File: config.mk
export PLATFORM = sky130hd
export DESIGN_NAME = conv_cfg_spi
export DESIGN_NICKNAME = d
export VERILOG_FILES = /design/src/rtl/conv_cfg_pkg.sv /design/src/rtl/conv_cfg_sync.sv /design/src/rtl/conv_cfg_frame.sv /design/src/rtl/conv_cfg_regs.sv /design/src/rtl/conv_cfg_spi.sv
export SDC_FILE = /design/constraint.sdc
export NUM_CORES = 1
export LEC_CHECK = 0
export BUFFER_PORTS_ARGS = -buffer_cell sky130_fd_sc_hd__clkbuf_2
export CAP_MARGIN = 40
export CORE_ASPECT_RATIO = 0.8
export CORE_UTILIZATION = 55
export CTS_CLUSTER_DIAMETER = 80
export DETAILED_ROUTE_END_ITERATION = 10
export PLACE_DENSITY = 0.76
export SYNTH_ARGS = -nofsm -noshare
export SYNTH_HDL_FRONTEND = slang
export SYNTH_HIERARCHICAL = 1
export SYNTH_SLANG_ARGS = --single-unit
File: constraint.sdc
create_clock -name clk -period 2.9 [get_ports clk]
set_input_delay 0.87 -clock clk [delete_from_list [all_inputs] [get_ports clk]]
set_output_delay 0.87 -clock clk [all_outputs]
set_load 0.005 [all_outputs]
File: src/rtl/conv_cfg_pkg.sv
package conv_cfg_pkg;
  localparam logic [15:0] A_CFG   = 16'h0000;
  localparam logic [15:0] A_ID    = 16'h0001;
  localparam logic [15:0] A_GRADE = 16'h0002;
  localparam logic [15:0] A_INDEX = 16'h0005;
  localparam logic [15:0] A_MODES = 16'h0008;
  localparam logic [15:0] A_CLOCK = 16'h0009;
  localparam logic [15:0] A_TEST  = 16'h000D;
  localparam logic [15:0] A_BIST  = 16'h000E;
  localparam logic [15:0] A_XFER  = 16'h00FF;

  localparam logic [7:0] ID_VALUE  = 8'h0A;
  localparam logic [7:0] TEST_MASK = 8'h37;
  localparam logic [7:0] BIST_MASK = 8'h05;

  typedef enum logic {PH_INSTR, PH_DATA} phase_t;
endpackage

File: src/rtl/conv_cfg_sync.sv
module conv_cfg_sync #(
  parameter int W = 3,
  parameter int STAGES = 2,
  parameter logic [W-1:0] RST_VAL = '0
) (
  input  logic         clk,
  input  logic         rst_n,
  input  logic [W-1:0] d,
  output logic [W-1:0] q
);
  logic [W-1:0] pipe [STAGES];

  always_ff @(posedge clk or negedge rst_n) begin
    if (!rst_n) begin
      for (int i = 0; i < STAGES; i++) pipe[i] <= RST_VAL;
    end else begin
      pipe[0] <= d;
      for (int i = 1; i < STAGES; i++) pipe[i] <= pipe[i-1];
    end
  end

  assign q = pipe[STAGES-1];
endmodule

File: src/rtl/conv_cfg_frame.sv
module conv_cfg_frame
  import conv_cfg_pkg::*;
#(
  parameter int ADDR_W = 13
) (
  input  logic              clk,
  input  logic              rst_n,
  input  logic              sclk_s,
  input  logic              csb_s,
  input  logic              sdi_s,
  input  logic              lsb_first,
  input  logic [7:0]        rd_data,
  output logic [ADDR_W-1:0] rd_addr,
  output logic              wr_stb,
  output logic [ADDR_W-1:0] wr_addr,
  output logic [7:0]        wr_data,
  output logic              sdo,
  output logic              sdo_oe
);
  localparam int IW = ADDR_W + 3;
  localparam int CW = $clog2(IW);

  phase_t            phase;
  logic [CW-1:0]     bit_cnt;
  logic [IW-1:0]     sh, nxt_sh;
  logic              sclk_q, csb_q, is_read, stream;
  logic [1:0]        left;
  logic [ADDR_W-1:0] addr;
  logic [7:0]        tx, rx_byte;
  logic              rise, fall, csb_up;

  function automatic logic pick(input logic [7:0] v, input logic [2:0] k, input logic lsb);
    return lsb ? v[k] : v[3'd7 - k];
  endfunction

  assign rise    = sclk_s & ~sclk_q & ~csb_s;
  assign fall    = ~sclk_s & sclk_q & ~csb_s;
  assign csb_up  = csb_s & ~csb_q;
  assign nxt_sh  = lsb_first ? {sdi_s, sh[IW-1:1]} : {sh[IW-2:0], sdi_s};
  assign rx_byte = lsb_first ? nxt_sh[IW-1:IW-8] : nxt_sh[7:0];
  assign rd_addr = addr;
  assign sdo_oe  = (phase == PH_DATA) && is_read && !csb_s;

  always_ff @(posedge clk or negedge rst_n) begin
    if (!rst_n) begin
      phase   <= PH_INSTR;
      bit_cnt <= '0;
      sh      <= '0;
      sclk_q  <= 1'b0;
      csb_q   <= 1'b1;
      is_read <= 1'b0;
      stream  <= 1'b0;
      left    <= '0;
      addr    <= '0;
      tx      <= '0;
      sdo     <= 1'b0;
      wr_stb  <= 1'b0;
      wr_addr <= '0;
      wr_data <= '0;
    end else begin
      sclk_q <= sclk_s;
      csb_q  <= csb_s;
      wr_stb <= 1'b0;
      if (csb_up) begin
        // a clean byte boundary in a counted frame only pauses
        if (phase == PH_INSTR || bit_cnt != '0 || stream) begin
          phase   <= PH_INSTR;
          bit_cnt <= '0;
        end
      end else if (rise) begin
        sh <= nxt_sh;
        if (phase == PH_INSTR) begin
          if (bit_cnt == CW'(IW-1)) begin
            is_read <= nxt_sh[IW-1];
            left    <= nxt_sh[IW-2:IW-3];
            stream  <= (nxt_sh[IW-2:IW-3] == 2'b11);
            addr    <= nxt_sh[ADDR_W-1:0];
            phase   <= PH_DATA;
            bit_cnt <= '0;
          end else begin
            bit_cnt <= bit_cnt + CW'(1);
          end
        end else if (bit_cnt == CW'(7)) begin
          bit_cnt <= '0;
          if (!is_read) begin
            wr_stb  <= 1'b1;
            wr_addr <= addr;
            wr_data <= rx_byte;
          end
          addr <= lsb_first ? addr + ADDR_W'(1) : addr - ADDR_W'(1);
          if (!stream) begin
            if (left == 2'd0) phase <= PH_INSTR;
            else              left  <= left - 2'd1;
          end
        end else begin
          bit_cnt <= bit_cnt + CW'(1);
        end
      end else if (fall && phase == PH_DATA && is_read) begin
        if (bit_cnt == '0) begin
          tx  <= rd_data;
          sdo <= pick(rd_data, 3'd0, lsb_first);
        end else begin
          sdo <= pick(tx, bit_cnt[2:0], lsb_first);
        end
      end
    end
  end

  // a data byte never counts past its eighth bit
  p_data_cnt_r2: assert property (@(posedge clk) disable iff (!rst_n)
    (phase == PH_DATA) |-> (bit_cnt < CW'(8)));

  // address step after each completed byte follows the bit order
  p_addr_step_r5: assert property (@(posedge clk) disable iff (!rst_n)
    (rise && !csb_up && phase == PH_DATA && bit_cnt == CW'(7)) |=>
      (addr == ($past(lsb_first) ? $past(addr) + ADDR_W'(1) : $past(addr) - ADDR_W'(1))));

  // a read frame never issues a register write
  p_no_wr_in_read_r4: assert property (@(posedge clk) disable iff (!rst_n)
    wr_stb |-> !is_read);
endmodule

File: src/rtl/conv_cfg_regs.sv
module conv_cfg_regs
  import conv_cfg_pkg::*;
#(
  parameter int NUM_CH = 2,
  parameter int ADDR_W = 13
) (
  input  logic                clk,
  input  logic                rst_n,
  input  logic                wr_stb,
  input  logic [ADDR_W-1:0]   wr_addr,
  input  logic [7:0]          wr_data,
  input  logic [ADDR_W-1:0]   rd_addr,
  output logic [7:0]          rd_data,
  output logic                lsb_first,
  output logic [1:0]          pwr_mode,
  output logic                dcs_en,
  output logic [8*NUM_CH-1:0] test_cfg,
  output logic [8*NUM_CH-1:0] bist_cfg
);
  localparam int SW = (NUM_CH > 1) ? $clog2(NUM_CH) : 1;

  logic [NUM_CH-1:0] index;
  logic [1:0]        sh_modes, act_modes;
  logic              sh_clk, act_clk;
  logic [7:0]        sh_test [NUM_CH];
  logic [7:0]        sh_bist [NUM_CH];
  logic [7:0]        act_test [NUM_CH];
  logic [7:0]        act_bist [NUM_CH];
  logic              clr, xfer, found;
  logic [SW-1:0]     sel;

  function automatic logic hit(input logic [ADDR_W-1:0] a, input logic [15:0] c);
    return a == c[ADDR_W-1:0];
  endfunction

  assign clr  = wr_stb && hit(wr_addr, A_CFG) && (wr_data[5] || wr_data[2]);
  assign xfer = wr_stb && hit(wr_addr, A_XFER) && wr_data[0];

  always_ff @(posedge clk or negedge rst_n) begin
    if (!rst_n) begin
      lsb_first <= 1'b0;
      index     <= '1;
      sh_modes  <= '0;
      sh_clk    <= 1'b1;
      act_modes <= '0;
      act_clk   <= 1'b1;
    end else if (clr) begin
      lsb_first <= 1'b0;
      index     <= '1;
      sh_modes  <= '0;
      sh_clk    <= 1'b1;
      act_modes <= '0;
      act_clk   <= 1'b1;
    end else begin
      if (wr_stb && hit(wr_addr, A_CFG))   lsb_first <= wr_data[6] | wr_data[1];
      if (wr_stb && hit(wr_addr, A_INDEX)) index     <= wr_data[NUM_CH-1:0];
      if (wr_stb && hit(wr_addr, A_MODES)) sh_modes  <= wr_data[1:0];
      if (wr_stb && hit(wr_addr, A_CLOCK)) sh_clk    <= wr_data[0];
      if (xfer) begin
        act_modes <= sh_modes;
        act_clk   <= sh_clk;
      end
    end
  end

  for (genvar ch = 0; ch < NUM_CH; ch++) begin : g_ch
    always_ff @(posedge clk or negedge rst_n) begin
      if (!rst_n) begin
        sh_test[ch]  <= '0;
        sh_bist[ch]  <= '0;
        act_test[ch] <= '0;
        act_bist[ch] <= '0;
      end else if (clr) begin
        sh_test[ch]  <= '0;
        sh_bist[ch]  <= '0;
        act_test[ch] <= '0;
        act_bist[ch] <= '0;
      end else begin
        if (wr_stb && index[ch] && hit(wr_addr, A_TEST)) sh_test[ch] <= wr_data & TEST_MASK;
        if (wr_stb && index[ch] && hit(wr_addr, A_BIST)) sh_bist[ch] <= wr_data & BIST_MASK;
        if (xfer) begin
          act_test[ch] <= sh_test[ch];
          act_bist[ch] <= sh_bist[ch];
        end
      end
    end
    assign test_cfg[8*ch +: 8] = act_test[ch];
    assign bist_cfg[8*ch +: 8] = act_bist[ch];
  end

  // lowest selected channel wins on read
  always_comb begin
    sel   = '0;
    found = 1'b0;
    for (int c = NUM_CH - 1; c >= 0; c--) begin
      if (index[c]) begin
        sel   = SW'(c);
        found = 1'b1;
      end
    end
  end

  always_comb begin
    rd_data = 8'h00;
    if (hit(rd_addr, A_CFG))   rd_data = {1'b0, lsb_first, 1'b0, 2'b11, 1'b0, lsb_first, 1'b0};
    if (hit(rd_addr, A_ID))    rd_data = ID_VALUE;
    if (hit(rd_addr, A_INDEX)) rd_data = {{(8-NUM_CH){1'b0}}, index};
    if (hit(rd_addr, A_MODES)) rd_data = {6'b0, sh_modes};
    if (hit(rd_addr, A_CLOCK)) rd_data = {7'b0, sh_clk};
    if (hit(rd_addr, A_TEST) && found) rd_data = sh_test[sel];
    if (hit(rd_addr, A_BIST) && found) rd_data = sh_bist[sel];
  end

  assign pwr_mode = act_modes;
  assign dcs_en   = act_clk;

  // active controls hold unless a transfer or soft reset occurs
  p_hold_active_r7: assert property (@(posedge clk) disable iff (!rst_n)
    (!xfer && !clr) |=> ($stable(pwr_mode) && $stable(dcs_en) && $stable(test_cfg) && $stable(bist_cfg)));

  // a transfer copies the shadow values seen in its cycle
  p_xfer_copy_r7: assert property (@(posedge clk) disable iff (!rst_n)
    (xfer && !clr) |=> (pwr_mode == $past(sh_modes) && dcs_en == $past(sh_clk)));

  // soft reset returns selection, order and controls to defaults
  p_soft_reset_r11: assert property (@(posedge clk) disable iff (!rst_n)
    clr |=> (index == '1 && !lsb_first && pwr_mode == 2'b00 && dcs_en && test_cfg == '0));
endmodule

File: src/rtl/conv_cfg_spi.sv
module conv_cfg_spi #(
  parameter int NUM_CH = 2,
  parameter int ADDR_W = 13,
  parameter int SYNC_STAGES = 2
) (
  input  logic                clk,
  input  logic                rst_n,
  input  logic                sclk,
  input  logic                csb,
  input  logic                sdio_in,
  output logic                sdio_out,
  output logic                sdio_oe,
  output logic [1:0]          pwr_mode,
  output logic                dcs_en,
  output logic [8*NUM_CH-1:0] test_cfg,
  output logic [8*NUM_CH-1:0] bist_cfg
);
  logic [2:0]        pins_s;
  logic              lsb_first, wr_stb;
  logic [7:0]        rd_data, wr_data;
  logic [ADDR_W-1:0] rd_addr, wr_addr;

  conv_cfg_sync #(.W(3), .STAGES(SYNC_STAGES), .RST_VAL(3'b010)) u_sync (
    .clk(clk), .rst_n(rst_n),
    .d({sdio_in, csb, sclk}),
    .q(pins_s)
  );

  conv_cfg_frame #(.ADDR_W(ADDR_W)) u_frame (
    .clk(clk), .rst_n(rst_n),
    .sclk_s(pins_s[0]), .csb_s(pins_s[1]), .sdi_s(pins_s[2]),
    .lsb_first(lsb_first),
    .rd_data(rd_data), .rd_addr(rd_addr),
    .wr_stb(wr_stb), .wr_addr(wr_addr), .wr_data(wr_data),
    .sdo(sdio_out), .sdo_oe(sdio_oe)
  );

  conv_cfg_regs #(.NUM_CH(NUM_CH), .ADDR_W(ADDR_W)) u_regs (
    .clk(clk), .rst_n(rst_n),
    .wr_stb(wr_stb), .wr_addr(wr_addr), .wr_data(wr_data),
    .rd_addr(rd_addr), .rd_data(rd_data),
    .lsb_first(lsb_first),
    .pwr_mode(pwr_mode), .dcs_en(dcs_en),
    .test_cfg(test_cfg), .bist_cfg(bist_cfg)
  );
endmodule

==> results of run 1 <==
-- how the worst min path moves through the flow --
stage                        start     endpoint  slack, ns  depth (start not counted)
finish              u_sync/pipe[5]  u_sync/q[2]       0.36                          0
global placement    u_sync/pipe[5]  u_sync/q[2]       0.34                          0
CTS                 u_sync/pipe[5]  u_sync/q[2]       0.36                          0
global route        u_sync/pipe[5]  u_sync/q[2]       0.36                          0
detailed placement  u_sync/pipe[3]  u_sync/q[0]       0.34                          0
floorplan           u_sync/pipe[3]  u_sync/q[0]       0.33                          0
-- flip-flops by register name, summed over array words and instances (netlist names), 2 cells and up --
name             count
u_regs/index         2
u_regs/test_cfg     10
u_frame/wr_addr     13
u_frame/sh          16
u_regs/sh_modes      2
u_sync/pipe          3
u_frame/wr_data      6
u_regs/sh_test      10
u_regs/bist_cfg      4
u_frame/bit_cnt      4
u_frame/left         2
u_frame/tx           8
u_regs/sh_bist       4
u_sync/q             3
u_regs/pwr_mode      2
u_frame/rd_addr     13
-- power groups by stage --
stage          clock network (W)  registers [W]  logic (W)
6_report                 0.00129        0.00163   0.000177
5_1_grt                  0.00138        0.00164   0.000204
4_1_cts                  0.00132        0.00163   0.000176
3_5_place_dp                   0        0.00166   0.000175
3_3_place_gp                   0        0.00166   0.000170
2_1_floorplan                  0        0.00165   0.000130
-- layer usage --
layer,vias up,global-route usage [%]
li1,2351,-
met1,2432,37.4
met2,231,41.1
met3,31,6.60
met4,0,7.12
met5,-,0
-- critical path: stages, from the launching register on --
cell,delay (ns)
dfrtp_1,0.43
or4b_1,0.54
or3_1,0.59
o31ai_1,0.70
mux2i_1,0.17
-- cell type report --
| class | instances | area, um2 | share of cell area [%] |
|---|---|---|---|
| multi-input combinational | 486 | 3170 | 46.9 |
| sequential | 112 | 2810 | 41.6 |
| clock buffer | 10 | 239 | 3.53 |
| timing repair buffer | 36 | 228 | 3.37 |
| tap | 144 | 180 | 2.66 |
| clock inverter | 6 | 75.1 | 1.11 |
| inverter | 16 | 60.1 | 0.888 |
-- placed cells by master, fill, tap and decap left out, types with 5 or more instances in the layout --
| master | count |
|---|---|
| and3_1 | 6 |
| clkbuf_16 | 9 |
| mux2_4 | 13 |
| xnor2_1 | 7 |
| a21oi_1 | 59 |
| nand3_1 | 26 |
| inv_1 | 16 |
| buf_4 | 13 |
| nand2b_1 | 5 |
| nor3_1 | 13 |
| conb_1 | 19 |
| dfstp_2 | 7 |
| dfrtp_1 | 105 |
| nor2b_1 | 14 |
| nand4_1 | 21 |
| nor2_1 | 25 |
| nand2_1 | 62 |
| o31ai_1 | 17 |
| a211oi_1 | 5 |
| mux2i_1 | 21 |
| clkbuf_2 | 22 |
| mux2_2 | 15 |
| a21o_1 | 6 |
| ha_1 | 14 |
| o21ai_0 | 72 |
-- metrics by stage --
stage,worst slack [ns],power (W),utilization [%],cells
global route,0.229,0.00322,61.4,810
floorplan,0.205,0.00178,-,677
CTS,0.383,0.00313,61.4,810
finish,0.312,0.00310,61.4,810
detailed placement,0.388,0.00184,58.5,794
global placement,0.506,0.00183,58.5,794
==> impl_metrics.yaml, run 1 <==
setup_path:
  rr_endpoint: "u_regs/sh_bist[2]"
  rr_worst_depth: 4
  critPathArrivalTime_ns: 2.79
  worstSetupPathType: "register to register"
  reg2reg_slack_ns: 0.31
  cp-start-kind: "register"
  required_ns: 3.11
  endpoint: "u_regs/sh_bist[2]"
  path_max_fanout: 17
  cp-end-kind: "register"
  r2r-start: "u_frame/wr_addr[7]"
  cp-startpoint: "u_frame/wr_addr[7]"
timing:
  hold_ws_ns: 0.356
  setup_tns_ns: 0
  final_hold_viol_count: 0
  max_freq_mhz: 386
  worstMarginPinSlew_ns: 0.888
  slew_headroom_pct: 40.7
  finalSetupViolations: 0
  slew_viol_final: 0
  timing.final.crit_share_pct: 89.2
  finalClockSkew_ns: 0.00818
  fin_crit_ns: 2.59
  rsz0062_at_grt: "false"
status:
  status: "completed"
detailed_routing:
  met1_length_mm: 6.57
  dr_wl_met3_mm: 1.15
  totalWireLength_mm: 14.9
  vias_per_cell: 6.23
  wl_per_cell_um: 18.4
  vias: 5045
  drc_errors: 0
  ant_nets: 0
  wl_met2_mm: 6.92
  firstDrtPassIters: 5
  drt-initial-drc-count: 627
  top_layer: "met4"
floorplanning:
  die_h_um: 98.0
  fp.dieW_um: 122
  core_area_um2: 11000
  fp.dieArea_um2: 11900
  pin_count: 42
  num_rows: 34
  initial_core_util_pct: 57.5
global_route:
  grt_pass1_vias: 4824
  antenna_found_initial: 0
  grt_usage_pct: 26.6
  grt_max_degree: 48
  grt_pass1_wl_mm: 24.6
  overflow: 0
cts:
  cts_root_buf: "clkbuf_16"
  cts_buffers: 9
  cts_sinks: 112
  clk_pin_slew_ns: 0.07
  cts_tree: "done"
  cts_max_level: 3
  cts_buffer_depth: 2
  clk-insertion-delay-late_ns: 0.36
  cts_resized: 0
  cts_setup_buffers: 0
  cts_hold_buf: 0
placed_design:
  gp_congestion: 0.913
  dpl-instance-area_um2: 6450
  dp_hpwl_mm: 10.6
  io_buffer_count: 23
pwr:
  internal_power_w: 0.00236
  peakVddDrop_mv: 0.285
  power_density_nw_per_um2: 458
  clockPowerShare_pct: 41.6
  power_frac_comb_pct: 5.7
  power.leakage_nw: 3.06
  sw_frac_of_total_pct: 23.8
  seqPwrFrac_pct: 52.6
  p_sw_w: 0.000736
min_path:
  min_path_type: "register to register"
cells_and_area:
  final_design_area_no_fill_um2: 6760
  antenna_cells: 0
  fillerInstances: 916
  drive_gt1_share_pct: 15.0
  layout.nets: 681
  syn2layout_area_growth_pct: 6.80
synth:
  ys_warn_count: 6
  synthCells: 659
  syn-cell-area_um2: 6330
  avgSynthCellArea_um2: 9.61
job:
  maxCapViolCount: 0
(Power assumes the default switching activity.)
==> run 2: changes to the inputs <==
--- a/config.mk
+++ b/config.mk
@@ -5,7 +5,7 @@
 export SDC_FILE = /design/constraint.sdc
 export NUM_CORES = 1
 export LEC_CHECK = 0
-export BUFFER_PORTS_ARGS = -buffer_cell sky130_fd_sc_hd__clkbuf_2
+export BUFFER_PORTS_ARGS = -buffer_cell sky130_fd_sc_hd__buf_4
 export CAP_MARGIN = 40
 export CORE_ASPECT_RATIO = 0.8
 export CORE_UTILIZATION = 55
==> run 2 against run 1 <==
Compared with the run above:
- sequential cell count stayed put
- combinational power hardly changed
- global-route usage up 0.40 points
- first-iteration DRC count is 0.80% lower
- register-to-register slack improved by 0.04 ns
- sequential share of layout area fell by 0.24 points
- critical path type unchanged
- critical endpoint is now u_regs/sh_test[2]
- largest cell class unchanged
==> impl_metrics.yaml, run 2 (synthesis results as in run 1) <==
setup_path:
  cp-start-kind: "register"
  rr_worst_depth: 4
  reg2reg_slack_ns: 0.35
  path_cells: "or4b_1, or3_1, o31ai_1, mux2i_1"
  r2r-start: "u_frame/wr_addr[4]"
  worstSetupPathType: "register to register"
  critPathArrivalTime_ns: 2.75
  cp_slowest_cell: "o31ai_1"
  rr_endpoint: "u_regs/sh_test[2]"
  required_ns: 3.10
  path_max_fanout: 17
  cp-end-kind: "register"
  critPathMaxStageDelay_ns: 0.63
global_route:
  grt_usage_pct: 27.0
  grt_max_degree: 46
  grt_pass1_wl_mm: 25.2
  overflow: 0
  antenna_found_initial: 0
  grt_pass1_vias: 4839
cells_and_area:
  final_core_util_pct: 61.7
  fillerInstances: 919
  syn2layout_area_growth_pct: 7.43
  antenna_cells: 0
  largest_register: "u_frame/sh"
  largest_register_ff_count: 16
  final_cell_mix: "dfrtp_1, o21ai_0, nand2_1"
  layout.nets: 680
  final_common_cell: "dfrtp_1"
  drive_gt1_share_pct: 14.5
timing:
  finalClockSkew_ns: 0.00630
  fin_crit_ns: 2.55
  setup_tns_ns: 0
  slew_headroom_pct: 49.4
  final_hold_viol_count: 0
  worstMarginPinSlew_ns: 0.758
  rsz0062_at_grt: "false"
  slew_viol_final: 0
  finalSetupViolations: 0
  max_freq_mhz: 392
  hold_ws_ns: 0.364
  timing.final.crit_share_pct: 88.0
floorplanning:
  fp.dieArea_um2: 11900
  pin_count: 42
  fp.dieW_um: 122
  core_area_um2: 11000
  num_rows: 34
  die_h_um: 98.0
  initial_core_util_pct: 57.5
cts:
  cts_buffer_depth: 2
  cts_tree: "done"
  cts_hold_buf: 0
  cts_max_level: 3
  cts_buffers: 9
  cts_resized: 0
  clk_pin_slew_ns: 0.07
  cts_sinks: 112
  cts_root_buf: "clkbuf_16"
  clk-insertion-delay-late_ns: 0.35
  cts_setup_buffers: 0
detailed_routing:
  drt-initial-drc-count: 622
  drc_errors: 0
  top_layer: "met4"
  met1_length_mm: 6.91
  wl_per_cell_um: 18.6
  wl_met2_mm: 6.96
  firstDrtPassIters: 5
  dr_wl_met3_um: 994
  vias: 5032
  totalWireLength_mm: 15.0
  ant_nets: 0
  vias_per_cell: 6.23
placed_design:
  io_buffer_count: 23
  dp_hpwl_mm: 10.7
  gp_congestion: 0.876
status:
  status: "completed"
min_path:
  min_from: "u_sync/pipe[4]"
  min_delay_path_depth: 0
  min_path_type: "register to register"
  hold_end: "u_sync/q[1]"
pwr:
  power_w: 0.00307
  power.leakage_nw: 3.07
  power_density_nw_per_um2: 452
  peakVddDrop_mv: 0.367
job:
  maxCapViolCount: 0
run 2: cell types whose count changed in the layout (fill, tap and decap cells not counted), sizes merged:
cell / change
buf: +21
clkbuf: -19
clkinv: -1
clkinvlp: -1
inv: -2
run 2: worst max-delay path by stage:
stage | startpoint | cells after the start | end | slack [ns]
global route | u_frame/wr_addr[4] | 4 | u_regs/sh_test[2] | 0.19
detailed placement | u_frame/wr_addr[4] | 4 | u_regs/sh_test[2] | 0.40
finish | u_frame/wr_addr[4] | 4 | u_regs/sh_test[2] | 0.35
global placement | u_regs/lsb_first | 8 | u_frame/rd_addr[8] | 0.47
CTS | u_frame/wr_addr[4] | 4 | u_regs/sh_test[2] | 0.39
floorplan | u_regs/lsb_first | 10 | u_frame/rd_addr[8] | 0.21
run 2: worst max-delay path, delay by kind of cell (launching register included):
family | cells | cell delay [ns]
flops | 1 | 0.42
compound gates | 1 | 0.63
simple gates | 2 | 1.17
mux | 1 | 0.17
run 2: through the flow:
stage / cell area (um2) / setup WS [ns] / instances
3_5_place_dp: 6500 / 0.402 / 793
6_report: 6800 / 0.348 / 808
4_1_cts: 6800 / 0.386 / 808
2_1_floorplan: 6400 / 0.205 / 677
3_3_place_gp: 6490 / 0.467 / 792
5_1_grt: 6800 / 0.193 / 808
run 2: per-layer routing:
metal / GRT usage (%) / vias up
met5: 0 / -
met4: 6.36 / 0
met3: 6.43 / 11
met2: 41.4 / 195
met1: 38.7 / 2475
li1: - / 2351
run 2: cell type report:
type / count / area, um2 / area share (%)
timing repair buffer: 35 / 283 / 4.16
clock buffer: 13 / 260 / 3.83
inverter: 16 / 60.1 / 0.883
multi-input combinational: 486 / 3170 / 46.6
tap: 144 / 180 / 2.65
clock inverter: 2 / 38.8 / 0.570
sequential: 112 / 2810 / 41.3
run 2: power breakdown:
| group | switching (W) | leakage, nW | internal (W) |
|---|---|---|---|
| combinational | 0.000118 | 1.40 | 0.0000611 |
| sequential | 0.0000319 | 1.52 | 0.00160 |
| clock | 0.000548 | 0.146 | 0.000715 |
| total | 0.000698 | 3.07 | 0.00238 |
==> run 3: changes to the inputs <==
--- a/config.mk
+++ b/config.mk
@@ -7,7 +7,6 @@
 export LEC_CHECK = 0
 export BUFFER_PORTS_ARGS = -buffer_cell sky130_fd_sc_hd__buf_4
 export CAP_MARGIN = 40
-export CORE_ASPECT_RATIO = 0.8
 export CORE_UTILIZATION = 55
 export CTS_CLUSTER_DIAMETER = 80
 export DETAILED_ROUTE_END_ITERATION = 10
==> run 3 against run 2 <==
Compared with the run above:
- critical path depth grew 4
- non-clock buffer count up 1
- sequential power about the same
- final cell count down 0.25%
- sequential cell count did not move
- worst hold slack got worse by 0.013 ns
- clock power shrank 3%
- global-route usage fell by 1.6 points
==> impl_metrics.yaml, run 3 (synthesis results as in run 1) <==
status:
  status: "completed"
setup_path:
  worstSetupPathType: "register to register"
  critPathMaxStageDelay_ns: 0.40
  required_ns: 3.14
  cp.buffers_inverters: 1
  rr_worst_depth: 8
  cp-start-kind: "register"
  endpoint: "u_frame/rd_addr[8]"
  path_delay_family: "compound AO/OA/AOI/OAI gates"
  reg2reg_slack_ns: 0.38
  path_max_fanout: 13
  rr_endpoint: "u_frame/rd_addr[8]"
  r2r-start: "u_regs/lsb_first"
  cp-startpoint: "u_regs/lsb_first"
  cp-end-kind: "register"
  worst-path-stages: 8
  critPathArrivalTime_ns: 2.76
  path_cells: "inv_1, ha_1, and3_1, a221oi_1, a21oi_1, xnor2_1, mux2i_1, mux2_2"
  cp_slowest_cell: "a221oi_1"
cts:
  cts_setup_buffers: 0
  cts_tree: "done"
  cts_buffers: 9
  cts_root_buf: "clkbuf_16"
  cts_sinks: 112
  cts_buffer_depth: 2
  clk-insertion-delay-late_ns: 0.36
  cts_hold_buf: 0
  cts_resized: 0
  cts_max_level: 3
  clk_pin_slew_ns: 0.07
cells_and_area:
  final_core_util_pct: 61.5
  fillerInstances: 931
  register_area_um2: 2810
  antenna_cells: 0
  drive_gt1_share_pct: 14.7
  final_common_cell: "dfrtp_1"
  final_cell_mix: "dfrtp_1, o21ai_0, nand2_1"
  multi_input_area_um2: 3170
  syn2layout_area_growth_pct: 7.19
  largest_register_ff_count: 16
  largest_register: "u_frame/sh"
  layout.nets: 681
detailed_routing:
  drc_errors: 0
  ant_nets: 0
  firstDrtPassIters: 5
  drt-initial-drc-count: 323
  vias_per_cell: 6.13
  totalWireLength_mm: 14.1
  vias: 4940
  wl_per_cell_um: 17.5
timing:
  worstMarginPinSlew_ns: 0.847
  timing.final.crit_share_pct: 87.0
  setup_tns_ns: 0
  rsz0062_at_grt: "false"
  slew_viol_final: 0
  fin_crit_ns: 2.52
  final_hold_viol_count: 0
  finalClockSkew_ns: 0.00476
  slew_headroom_pct: 43.4
  finalSetupViolations: 0
  max_freq_mhz: 396
min_path:
  min_path_type: "register to register"
pwr:
  peakVddDrop_mv: 0.477
  power_density_nw_per_um2: 446
  power_w: 0.00303
  power.leakage_nw: 3.06
floorplanning:
  pin_count: 42
  fp.dieW_um: 109
  die_h_um: 109
  initial_core_util_pct: 57.4
  fp.dieArea_um2: 11900
  core_area_um2: 11000
  num_rows: 38
placed_design:
  io_buffer_count: 23
  gp_congestion: 0.873
  dp_hpwl_mm: 10.2
job:
  maxCapViolCount: 0
global_route:
  grt_usage_pct: 25.4
  grt_max_degree: 44
  overflow: 0
  grt_pass1_vias: 4714
  antenna_found_initial: 0
  grt_pass1_wl_mm: 23.5
==> run 3: how the worst min path moves through the flow <==
stage                             end           start  slack (ns)  cells after the start
after floorplan           u_sync/q[0]  u_sync/pipe[3]        0.33                      0
after global routing      u_sync/q[1]  u_sync/pipe[4]        0.36                      0
after global placement    u_sync/q[2]  u_sync/pipe[5]        0.34                      0
final                     u_sync/q[0]  u_sync/pipe[3]        0.35                      0
after CTS                 u_sync/q[0]  u_sync/pipe[3]        0.35                      0
after detailed placement  u_sync/q[0]  u_sync/pipe[3]        0.34                      0
==> run 3: per-stage QoR <==
stage                     hold WS (ns)  instance area (um2)  cells  setup WS (ns)
after floorplan                  0.331                 6400    677          0.205
after global placement           0.336                 6500    790          0.513
after detailed placement         0.338                 6500    790          0.433
after CTS                        0.354                 6790    806          0.405
after global routing             0.365                 6790    806          0.193
final                            0.351                 6790    806          0.378
==> run 3: cell type report <==
cell class,count,area share [%]
multi-input combinational,486,46.7
clock buffer,11,3.43
inverter,16,0.885
tap,140,2.58
clock inverter,5,0.829
sequential,112,41.4
timing repair buffer,36,4.17
==> run 3: where the power goes <==
group	internal, W	switching, W	total (W)
Clock	0.000671	0.000551	0.00122
Sequential	0.00160	0.0000330	0.00163
Combinational	0.0000593	0.000113	0.000172
Total	0.00233	0.000697	0.00303
==> run 3: layer usage <==
layer,vias to the layer above,GRT usage (%),part of all wire (%)
met5,-,0,0
met4,0,9.52,2.3
met3,30,5.16,5.5
met2,150,41.2,49
met1,2397,33.8,44
li1,2363,-,-
==> run 3: worst register-to-register path: cells and delay by family, from the launching register on <==
kind	cells	cell delay, ns
AOI/OAI and AO/OA	2	0.55
xor gates and xnor gates	1	0.16
adders and majority gates	1	0.39
buffers and inverters	1	0.36
DFF	1	0.38
muxes	2	0.35
and+or+nand+nor	1	0.22
